$ cat config.mk
export PLATFORM = sky130hd
export DESIGN_NAME = irq_arb_top
export DESIGN_NICKNAME = d
export VERILOG_FILES = /design/src/rtl/irq_arb_pkg.sv /design/src/rtl/irq_eligible.sv /design/src/rtl/irq_prio_enc.sv /design/src/rtl/irq_latch.sv /design/src/rtl/irq_arb_top.sv
export SDC_FILE = /design/constraint.sdc
export NUM_CORES = 1
export LEC_CHECK = 0
export ABC_AREA = 1
export BUFFER_PORTS_ARGS = -buffer_cell sky130_fd_sc_hd__buf_2
export CAP_MARGIN = 15
export CORE_UTILIZATION = 26
export DETAILED_ROUTE_END_ITERATION = 8
export PLACE_DENSITY_LB_ADDON = 0.05
export SYNTH_ARGS = -nofsm -noshare
export SYNTH_HDL_FRONTEND = slang
export SYNTH_HIERARCHICAL = 1
export SYNTH_SLANG_ARGS = --single-unit
$ cat constraint.sdc
create_clock -name clk -period 3.19 [get_ports clk]
set_input_delay 0.4785 -clock clk [delete_from_list [all_inputs] [get_ports clk]]
set_output_delay 0.4785 -clock clk [all_outputs]
set_load 0.005 [all_outputs]
$ cat src/rtl/irq_arb_pkg.sv
package irq_arb_pkg;
  function automatic int unsigned code_width(input int unsigned n_src);
    return $clog2(n_src + 1);
  endfunction
endpackage

$ cat src/rtl/irq_eligible.sv
module irq_eligible #(
  parameter int unsigned NUM_SRC = 8
) (
  input  logic [NUM_SRC-1:0] req,
  input  logic [NUM_SRC-1:0] en,
  input  logic               mask_eff,
  output logic [NUM_SRC-1:0] elig
);
  genvar i;
  generate
    for (i = 0; i < NUM_SRC; i++) begin : g_gate
      assign elig[i] = req[i] & en[i] & ~mask_eff;
    end
  endgenerate
endmodule

$ cat src/rtl/irq_prio_enc.sv
module irq_prio_enc #(
  parameter int unsigned NUM_SRC = 8,
  parameter int unsigned CW      = 4
) (
  input  logic [NUM_SRC-1:0] elig,
  output logic               any,
  output logic [CW-1:0]      idx
);
  logic [NUM_SRC:0]   seen;
  logic [NUM_SRC-1:0] grant;

  assign seen[0] = 1'b0;
  genvar i;
  generate
    for (i = 0; i < NUM_SRC; i++) begin : g_chain
      assign grant[i]  = elig[i] & ~seen[i];
      assign seen[i+1] = seen[i] | elig[i];
    end
  endgenerate

  assign any = seen[NUM_SRC];

  always_comb begin
    idx = '0;
    for (int k = 0; k < NUM_SRC; k++) begin
      if (grant[k]) idx = idx | CW'(k);
    end
  end
endmodule

$ cat src/rtl/irq_latch.sv
module irq_latch #(
  parameter int unsigned NUM_SRC = 8,
  parameter int unsigned CW      = 4
) (
  input  logic          clk,
  input  logic          rst,
  input  logic          insn_done,
  input  logic          swi_req,
  input  logic          hw_any,
  input  logic [CW-1:0] hw_idx,
  input  logic          svc_ack,
  input  logic          mask_clr,
  input  logic          mask_set,
  output logic          valid,
  output logic [CW-1:0] code,
  output logic          gmask
);
  localparam logic [CW-1:0] SWI_CODE = CW'(NUM_SRC);

  always_ff @(posedge clk) begin
    if (rst) begin
      valid <= 1'b0;
      code  <= '0;
      gmask <= 1'b1;
    end else begin
      if (svc_ack)       gmask <= 1'b1;
      else if (mask_clr) gmask <= 1'b0;
      else if (mask_set) gmask <= 1'b1;

      if (valid) begin
        if (svc_ack || mask_clr) valid <= 1'b0;
      end else if (insn_done) begin
        if (swi_req) begin
          valid <= 1'b1;
          code  <= SWI_CODE;
        end else if (hw_any) begin
          valid <= 1'b1;
          code  <= hw_idx;
        end
      end
    end
  end

  assert_reset_R1: assert property (@(posedge clk)
    rst |=> (!valid && gmask && code == '0));

  assert_boundary_R2: assert property (@(posedge clk) disable iff (rst)
    (!valid && !insn_done) |=> !valid);

  assert_swi_R5: assert property (@(posedge clk) disable iff (rst)
    (!valid && insn_done && swi_req) |=> (valid && code == SWI_CODE));

  assert_hold_R6: assert property (@(posedge clk) disable iff (rst)
    (valid && !svc_ack && !mask_clr) |=> (valid && $stable(code)));

  assert_ack_clear_R7: assert property (@(posedge clk) disable iff (rst)
    (valid && svc_ack) |=> (!valid && gmask));

  assert_mask_drop_R8: assert property (@(posedge clk) disable iff (rst)
    (valid && !svc_ack && mask_clr) |=> !valid);

  assert_mask_prio_R9: assert property (@(posedge clk) disable iff (rst)
    (!svc_ack && mask_clr) |=> !gmask);
endmodule

$ cat src/rtl/irq_arb_top.sv
module irq_arb_top
  import irq_arb_pkg::*;
#(
  parameter int unsigned NUM_SRC = 8,
  localparam int unsigned CW     = code_width(NUM_SRC)
) (
  input  logic               clk,
  input  logic               rst,
  input  logic [NUM_SRC-1:0] irq_req,
  input  logic [NUM_SRC-1:0] irq_en,
  input  logic               insn_done,
  input  logic               swi_req,
  input  logic               svc_ack,
  input  logic               mask_clr,
  input  logic               mask_set,
  output logic               int_take,
  output logic [CW-1:0]      vec_code,
  output logic               gmask
);
  logic               mask_eff;
  logic [NUM_SRC-1:0] elig;
  logic               hw_any;
  logic [CW-1:0]      hw_idx;

  // A clear arriving with the boundary counts for that boundary.
  assign mask_eff = gmask & ~mask_clr;

  irq_eligible #(.NUM_SRC(NUM_SRC)) u_elig (
    .req      (irq_req),
    .en       (irq_en),
    .mask_eff (mask_eff),
    .elig     (elig)
  );

  irq_prio_enc #(.NUM_SRC(NUM_SRC), .CW(CW)) u_prio (
    .elig (elig),
    .any  (hw_any),
    .idx  (hw_idx)
  );

  irq_latch #(.NUM_SRC(NUM_SRC), .CW(CW)) u_latch (
    .clk       (clk),
    .rst       (rst),
    .insn_done (insn_done),
    .swi_req   (swi_req),
    .hw_any    (hw_any),
    .hw_idx    (hw_idx),
    .svc_ack   (svc_ack),
    .mask_clr  (mask_clr),
    .mask_set  (mask_set),
    .valid     (int_take),
    .code      (vec_code),
    .gmask     (gmask)
  );

  assert_mask_gate_R3: assert property (@(posedge clk) disable iff (rst)
    (!int_take && insn_done && !swi_req && gmask && !mask_clr) |=> !int_take);

  assert_disabled_R3: assert property (@(posedge clk) disable iff (rst)
    (!int_take && insn_done && !swi_req && ((irq_req & irq_en) == '0)) |=> !int_take);

  assert_level_R11: assert property (@(posedge clk) disable iff (rst)
    (!int_take && irq_req == '0 && !swi_req) |=> !int_take);
endmodule

======== Word level (Yosys, flattened, before mapping) ========
Cells that the tools add are included.
storage, ports and cells
  bits in registers ....................... 6
  input port bits ......................... 23
  output and inout bits ................... 6
  logic and storage cells ................. 65
operators by class
  mux-type cells .......................... 16
  bitwise logic cells ..................... 41
  reduce and logical (&&, ||, !) cells .... 5
operator list
  cell               number
  $and 1x1->1        24
  $mux 3             4
  $not 1->1          10
  $mux 1             8
  $mux 4             2
  $or 1x1->1         7
  $mux 2             2
  $reduce_bool 2->1  2
  $reduce_and 3->1   1
  $reduce_or 2->1    1
  $logic_or 1x1->1   1

======== Longest topological paths before layout ========
Gate-level depths: netlist (run 1).
  depth in word-level cells ............... 15
  mapped depth ............................ 15
  depth with buffers taken out ............ 14

======== Cells and area by module ========
The synthesis (run 1) kept the hierarchy.
by module, submodules not included
  module        instances  cells each  area an instance (sq um)  seq. area each (sq um)
  irq_latch     1          43          274.0                     120.1
  irq_prio_enc  1          30          137.6                     0.0
  irq_eligible  1          17          71.3                      0.0
  irq_arb_top   1          2           10.0                      0.0

======== Worst setup path after synthesis (run 1) ========
OpenSTA, ideal clock, no wires.
  kind .................................... input to register
  from .................................... input port mask_clr
  to ...................................... register u_latch.code[0]
  setup time .............................. 0.113 ns
  arrival time ............................ 1.437 ns
  required time ........................... 3.077 ns
  path slack .............................. 1.640 ns
  cell stages on the path ................. 10
  path buffers ............................ 1
  path through ............................ nor2_2 -> buf_6 -> nor2_1 -> nor2_2 -> and2_4 -> nand2_1 -> nor2_1 -> nor2_4 -> nor2_1 -> nor2_1
on the way
  elaborated cells on any way between the ends .. 37
  classes of those cells .................. mux (9); bitwise (26); reduce/logical (2)
RTL lines
  element                             RTL line            RTL
  from (decl)                         irq_arb_top.sv:14   input logic mask_clr,
  $not 1->1                           irq_arb_top.sv:26   assign mask_eff = gmask & ~mask_clr;
  $and 1x1->1                         irq_arb_top.sv:26
  $not 1->1                           irq_eligible.sv:12  assign elig[i] = req[i] & en[i] & ~mask_eff;
  $and 1x1->1                         irq_eligible.sv:12
  via elig[3]                         irq_arb_top.sv:21   logic [NUM_SRC-1:0] elig;
  $or 1x1->1 (5 in series)            irq_prio_enc.sv:17  assign seen[i+1] = seen[i] | elig[i];
  via hw_any                          irq_arb_top.sv:22   logic hw_any;
  $reduce_bool 2->1 (no source line)  n/a
  $reduce_and 3->1 (no source line)   n/a
  to (signal assigned)                irq_latch.sv:38     code <= hw_idx;
  to (decl)                           irq_latch.sv:15     output logic [CW-1:0] code,
The timed path passes the listed nets, and every way through them passes these cells. The select of a mux whose other input is x is not followed.
A chain may end at the register's enable or synchronous reset.

======== Final worst setup path (run 1) ========
  from .................................... register u_latch.gmask
  to ...................................... register u_latch.code[1]
on the way
  elaborated cells on any way between the ends .. 35
  classes of those cells .................. mux (8); bitwise (25); reduce/logical (2)
RTL lines
  element                             RTL line            RTL
  from (decl)                         irq_latch.sv:16     output logic gmask
  from (signal assigned)              irq_latch.sv:24     gmask <= 1'b1;
  from (signal assigned)              irq_latch.sv:26     if (svc_ack) gmask <= 1'b1;
  from (signal assigned)              irq_latch.sv:27     else if (mask_clr) gmask <= 1'b0;
  $and 1x1->1                         irq_arb_top.sv:26
  via mask_eff                        irq_arb_top.sv:20   logic mask_eff;
  $not 1->1                           irq_eligible.sv:12
  $and 1x1->1                         irq_eligible.sv:12
  via elig[3]                         irq_arb_top.sv:21
  $or 1x1->1 (5 in series)            irq_prio_enc.sv:17
  via hw_any                          irq_arb_top.sv:22
  $reduce_bool 2->1 (no source line)  n/a
  $reduce_and 3->1 (no source line)   n/a
The timed path passes the listed nets, and every way through them passes these cells. The select of a mux whose other input is x is not followed.

==> metrics, run 1 <==
status=finished clean; WS Path Type=flop to flop; top-area cell type share of the netlist area=0.244; total gr overflow=0; sw frac=0.298; clk root buf=clkbuf_4; Fmax=613 MHz; sequential share of power=0.383; drt wl/cell=6.96 um; synthesized area per cell=5.36 um^2; clock-pin slew on the worst setup and hold paths=0.04 ns; number of buffers and inverters on the critical path=1; Worst Hold Class=input port to flop; Yosys top cell by area=dfxtp_1; warning count from the yosys run=6; Syn Nets=roughly 120; Post-DRT Antenna Nets=0; pin count of the biggest net entering global routing=9; most used cell, CP=nor2_1; count of cell types in the netlist=14; most frequent cells in the layout=nand2_1 (29), buf_2 (28), nor2_1 (22); CTS max path bufs=2; port buffer count=28; Worst Path Max Fanout=8; Critical Path, Cell by Cell=inv_1 -> nor2_2 -> nor2_1 -> nor2_2 -> and2_4 -> nand2_1 -> nor2_1 -> nor2_4 -> nor2_1 -> nor2_1; # rows=15; Pint=approximately 160 uW; H-tree levels=1; number of diodes=0; P&R area growth vs syn=35.5%; fin crit share=0.511; Worst-Skew Late Latency=0.24 ns; Syn Inst Count=92; final hold viol count=0; Data arrival, critical path=1.76 ns; Pleak=0.407 nW; final core utilization=0.383; I/O pins=29; Initial Util=0.282; post-synthesis register bit count=6; CTS tree=built; Pins Over Slew Limit=0; CP top delay family=simple AND/OR/NAND/NOR gates; core area=1750 um^2; GRT Util Overall=0.116; peak supply drop=around 0.11 mV; commonest non-fill, non-tap cell in the layout=nand2_1; Synth area leaders=dfxtp_1 (24%), nand2_1 (22%), nor2_1 (17%), inv_1 (12%), nand3_1 (8.1%); # hold bufs at CTS=0; Clock power frac=0.303; Synth Cell Area=493 um^2; cts repair resizes=0; initial antenna violation count=0; slowest cell delay on critical path=approximately 0.33 ns; pre-CTS setup slack=1.31 ns; Num CTS Buffers=3; Post-CTS Setup Inserts=0; Final setup viols=0; Net Switching=~66 uW; Post-route DRC=0; Post-Route Skew=0.00134 ns; first-pass GRT wire length=about 1800 um; TNS Setup=0 ns; Seq/Total Area, Yosys=0.244; number of global-route vias before repair=around 500; Tmin final=1.63 ns; Horiz. Die Dim=45.5 um; combinational power share=0.313; TritonRoute pass-1 iters=2; CP Capture Type=flop; data required time of the worst path=3.32 ns; maxcap violations=0; routed wire length=1020 um; DR vias=between 500 and 600; Starting DRT DRC Count=7; nets=146; Die Span Y=45.5 um; die area=2070 um^2; P per Cell Area=334 nW/um^2; clk sinks=6; via density per instance=3.93; RSZ-0062 raised after global routing=no; share of cells above drive strength 1=0.306; CP max stage cell=dfxtp_1; DP HPWL=between 900 and 1000 um; Setup crit start kind=flop; final setup margin=roughly 1.6 ns; r2r setup slk=1.56 ns; GP Congestion=0.749
## metal layers
layer | part of all wire | global-route usage
met1 | 0.44 | 0.118
met2 | 0.51 | 0.211
met3 | 0.040 | 0.0119
met4 | 0.0079 | 0.0909
met5 | 0 | 0
## worst paths after layout
check | from | depth (start not counted) | end
hold reg to reg | u_latch/code[3]$_SDFFE_PP0P_ | 2 | u_latch/code[3]$_SDFFE_PP0P_
hold / removal | svc_ack | 3 | u_latch/gmask$_SDFFE_PP1P_
setup reg to reg | u_latch/gmask$_SDFFE_PP1P_ | 10 | u_latch/code[1]$_SDFFE_PP0P_
setup / recovery | u_latch/gmask$_SDFFE_PP1P_ | 10 | u_latch/code[1]$_SDFFE_PP0P_
## power groups by stage
stage / Clock, mW / Combinational (mW) / Sequential, mW
global route: 0.0758 / 0.0819 / 0.0862
detailed placement: 0 / 0.0710 / 0.0868
finish: 0.0676 / 0.0698 / 0.0855
CTS: 0.0717 / 0.0712 / 0.0856
floorplan: 0 / 0.0465 / 0.0874
global placement: 0 / 0.0708 / 0.0869
## stage by stage
stage	std cells	instance area, um^2	hold slack (ns)	power [mW]
after floorplan	92	493	0.480	0.134
after global placement	143	646	0.468	0.158
after global routing	146	668	0.448	0.244
after detailed placement	143	646	0.473	0.158
final	146	668	0.443	0.223
after CTS	146	668	0.433	0.229
## worst reg2reg max path: cells and delay by family (launching register included)
| family | cells | cell delay (ns) |
|---|---|---|
| buf+inv | 1 | 0.05 |
| simple gates | 9 | 1.13 |
| flops | 1 | 0.33 |
## logic make-up after synthesis
logic type	share of synthesized area
AO/OA/AOI/OAI	0.0203
buffers and inverters	0.160
flip-flops	0.244
other	0.00761
AND/OR/NAND/NOR	0.569
## registers in the layout, summed over array words and instances (netlist names)
name / count
u_latch/valid: 1
u_latch/gmask: 1
u_latch/code: 4
## final cells by class
cell class	instances	area, um^2
multi-input combinational	68	294
sequential	6	120
clock buffer	3	22.5
fill	208	1080
inverter	16	60.1
tap	25	31.3
timing repair buffer	28	140
## synthesized netlist by cell type (all sizes together)
cell type,number
nand2,29
conb,1
dfxtp,6
buf,2
nor2,26
and2,1
inv,16
nand3,9
o21ai,2
(Power assumes the default switching activity.)
==> run 2: changes to the inputs <==
Clock period 3.19 ns to 1.6 ns, I/O delays scaled along.
==> run 2 against run 1 <==
Compared with the run above:
- first-iteration DRC count decreased by 57%
- register-to-register slack got worse by 1.4 ns
- clock power up 91%
- fmax increased by 10%
- routed wire length rose by 2.2%
- via count is 5.7% higher
- combinational power rose by 130%
- highest routed layer unchanged
==> metrics, run 2 (synthesis gave the netlist of run 1 again) <==
CTS max path bufs=2; Fmax=676 MHz; CTS tree=built; number of flip-flops under the largest register name=4; WS Path Type=flop to flop; Hold Crit Depth=3; most used cell, CP=nand2_1; slowest cell delay on critical path=0.33 ns; Pleak=0.432 nW; Worst-Skew Late Latency=0.23 ns; pin count of the biggest net entering global routing=9; number of global-route vias before repair=between 400 and 500; CP Capture Type=flop; status=finished clean; # rows=15; Worst Hold Class=input port to flop; Post-Route Skew=0.000762 ns; Tmin final=~1.5 ns; DP HPWL=900 um; clk root buf=clkbuf_4; Post-DRT Antenna Nets=0; largest reg by FF count=u_latch/code; clock-pin slew on the worst setup and hold paths=0.04 ns; register area=121 um^2; Critical Path, Cell by Cell=inv_2 -> nor2_4 -> nor2_1 -> nor2_2 -> buf_4 -> nand3_1 -> nand2_1 -> inv_1 -> nand2_1 -> nand2_1 -> nand3_2 -> nand2_1 -> nor2_1; TritonRoute pass-1 iters=2; drt wl/cell=6.92 um; H-tree levels=1; Worst Reg2Reg Path Length in Cells=13; die area=2070 um^2; # hold bufs at CTS=0; Setup crit start kind=flop; most frequent cells in the layout=buf_2 (28), nand2_1 (28), nor2_1 (16); core area=about 1700 um^2; via density per instance=4.05; Worst Path Max Fanout=8; Multi-input gate area=around 330 um^2; first-pass GRT wire length=1640 um; final hold viol count=0; share of cells above drive strength 1=0.432; design area=737 um^2; Data arrival, critical path=1.65 ns; nets=150; Die Span Y=45.5 um; CP max stage cell=dfxtp_2; total gr overflow=0; final core utilization=0.422; DR vias=between 600 and 700; Final setup viols=0; initial antenna violation count=0; P per Cell Area=626 nW/um^2; GP Congestion=0.776; RSZ-0062 raised after global routing=yes; biggest regs=u_latch/code (4), u_latch/gmask (1), u_latch/valid (1); Initial Util=0.282; fin crit share=0.924; P&R area growth vs syn=49.5%; port buffer count=28; I/O pins=29; maxcap violations=0; number of diodes=0; Post-route DRC=0; GRT Util Overall=0.110; Filler cells=212; data required time of the worst path=1.77 ns; Pins Over Slew Limit=0; peak supply drop=0.217 mV; clk sinks=6; Num CTS Buffers=3; Starting DRT DRC Count=3; routed wire length=roughly 1000 um; Horiz. Die Dim=45.5 um; Cell Area, Placed=roughly 670 um^2
-- run 2: cell types whose count changed in the layout (fill, tap and decap cells not counted), sizes merged --
| cell | change |
|---|---|
| buf | +4 |
-- run 2: power by group --
part	total, mW	switching (mW)	leakage, nW	internal [mW]
clock network	0.129	0.0452	0.0138	0.0842
registers	0.171	0.00698	0.0492	0.164
logic	0.161	0.0849	0.369	0.0766
-- run 2: worst paths after layout --
kind / startpoint / endpoint / slack, ns
worst min-delay path: svc_ack / u_latch/gmask$_SDFFE_PP1P_ / 0.20
worst max register to register: u_latch/gmask$_SDFFE_PP1P_ / u_latch/code[0]$_SDFFE_PP0P_ / 0.12
worst max-delay path: u_latch/gmask$_SDFFE_PP1P_ / u_latch/code[0]$_SDFFE_PP0P_ / 0.12
worst min register to register: u_latch/code[2]$_SDFFE_PP0P_ / u_latch/code[2]$_SDFFE_PP0P_ / 0.47
-- run 2: metrics by stage --
step | setup slack (ns) | hold WS, ns | setup TNS (ns) | power [mW] | std cells
finish | 0.121 | 0.204 | 0 | 0.461 | 150
global route | -0.0341 | 0.220 | -0.114 | 0.503 | 150
CTS | 0.0769 | 0.196 | 0 | 0.459 | 149
detailed placement | -0.0148 | 0.443 | -0.0372 | 0.322 | 146
global placement | 0.0117 | 0.445 | 0 | 0.322 | 146
floorplan | 0.156 | 0.345 | 0 | 0.267 | 92
-- run 2: timing repair --
action	CTS	global route
pin swaps	0	6
setup buffers	0	1
endpoints found under the setup margin	4	5
resized for setup	1	13
-- run 2: layout make-up --
class                           instances  area share
Sequential cell                         6       0.165
Clock buffer                            3      0.0306
Multi-Input combinational cell         68       0.450
Inverter                               16      0.0815
Tap cell                               25      0.0424
Timing Repair Buffer                   32       0.231
-- run 2: routing by layer --
metal / vias to the layer above / track usage / routed length [um]
li1: 337 / - / -
met1: 253 / 0.113 / 442
met2: 15 / 0.197 / 534
met3: 2 / 0.0119 / 45
met4: 0 / 0.0909 / 17
met5: - / 0 / 0
-- run 2: critical path, delay by kind of cell, from the launching register on --
kind	cells	cell delay, ns
buf+inv	3	0.20
flops	1	0.33
simple gates	10	0.90
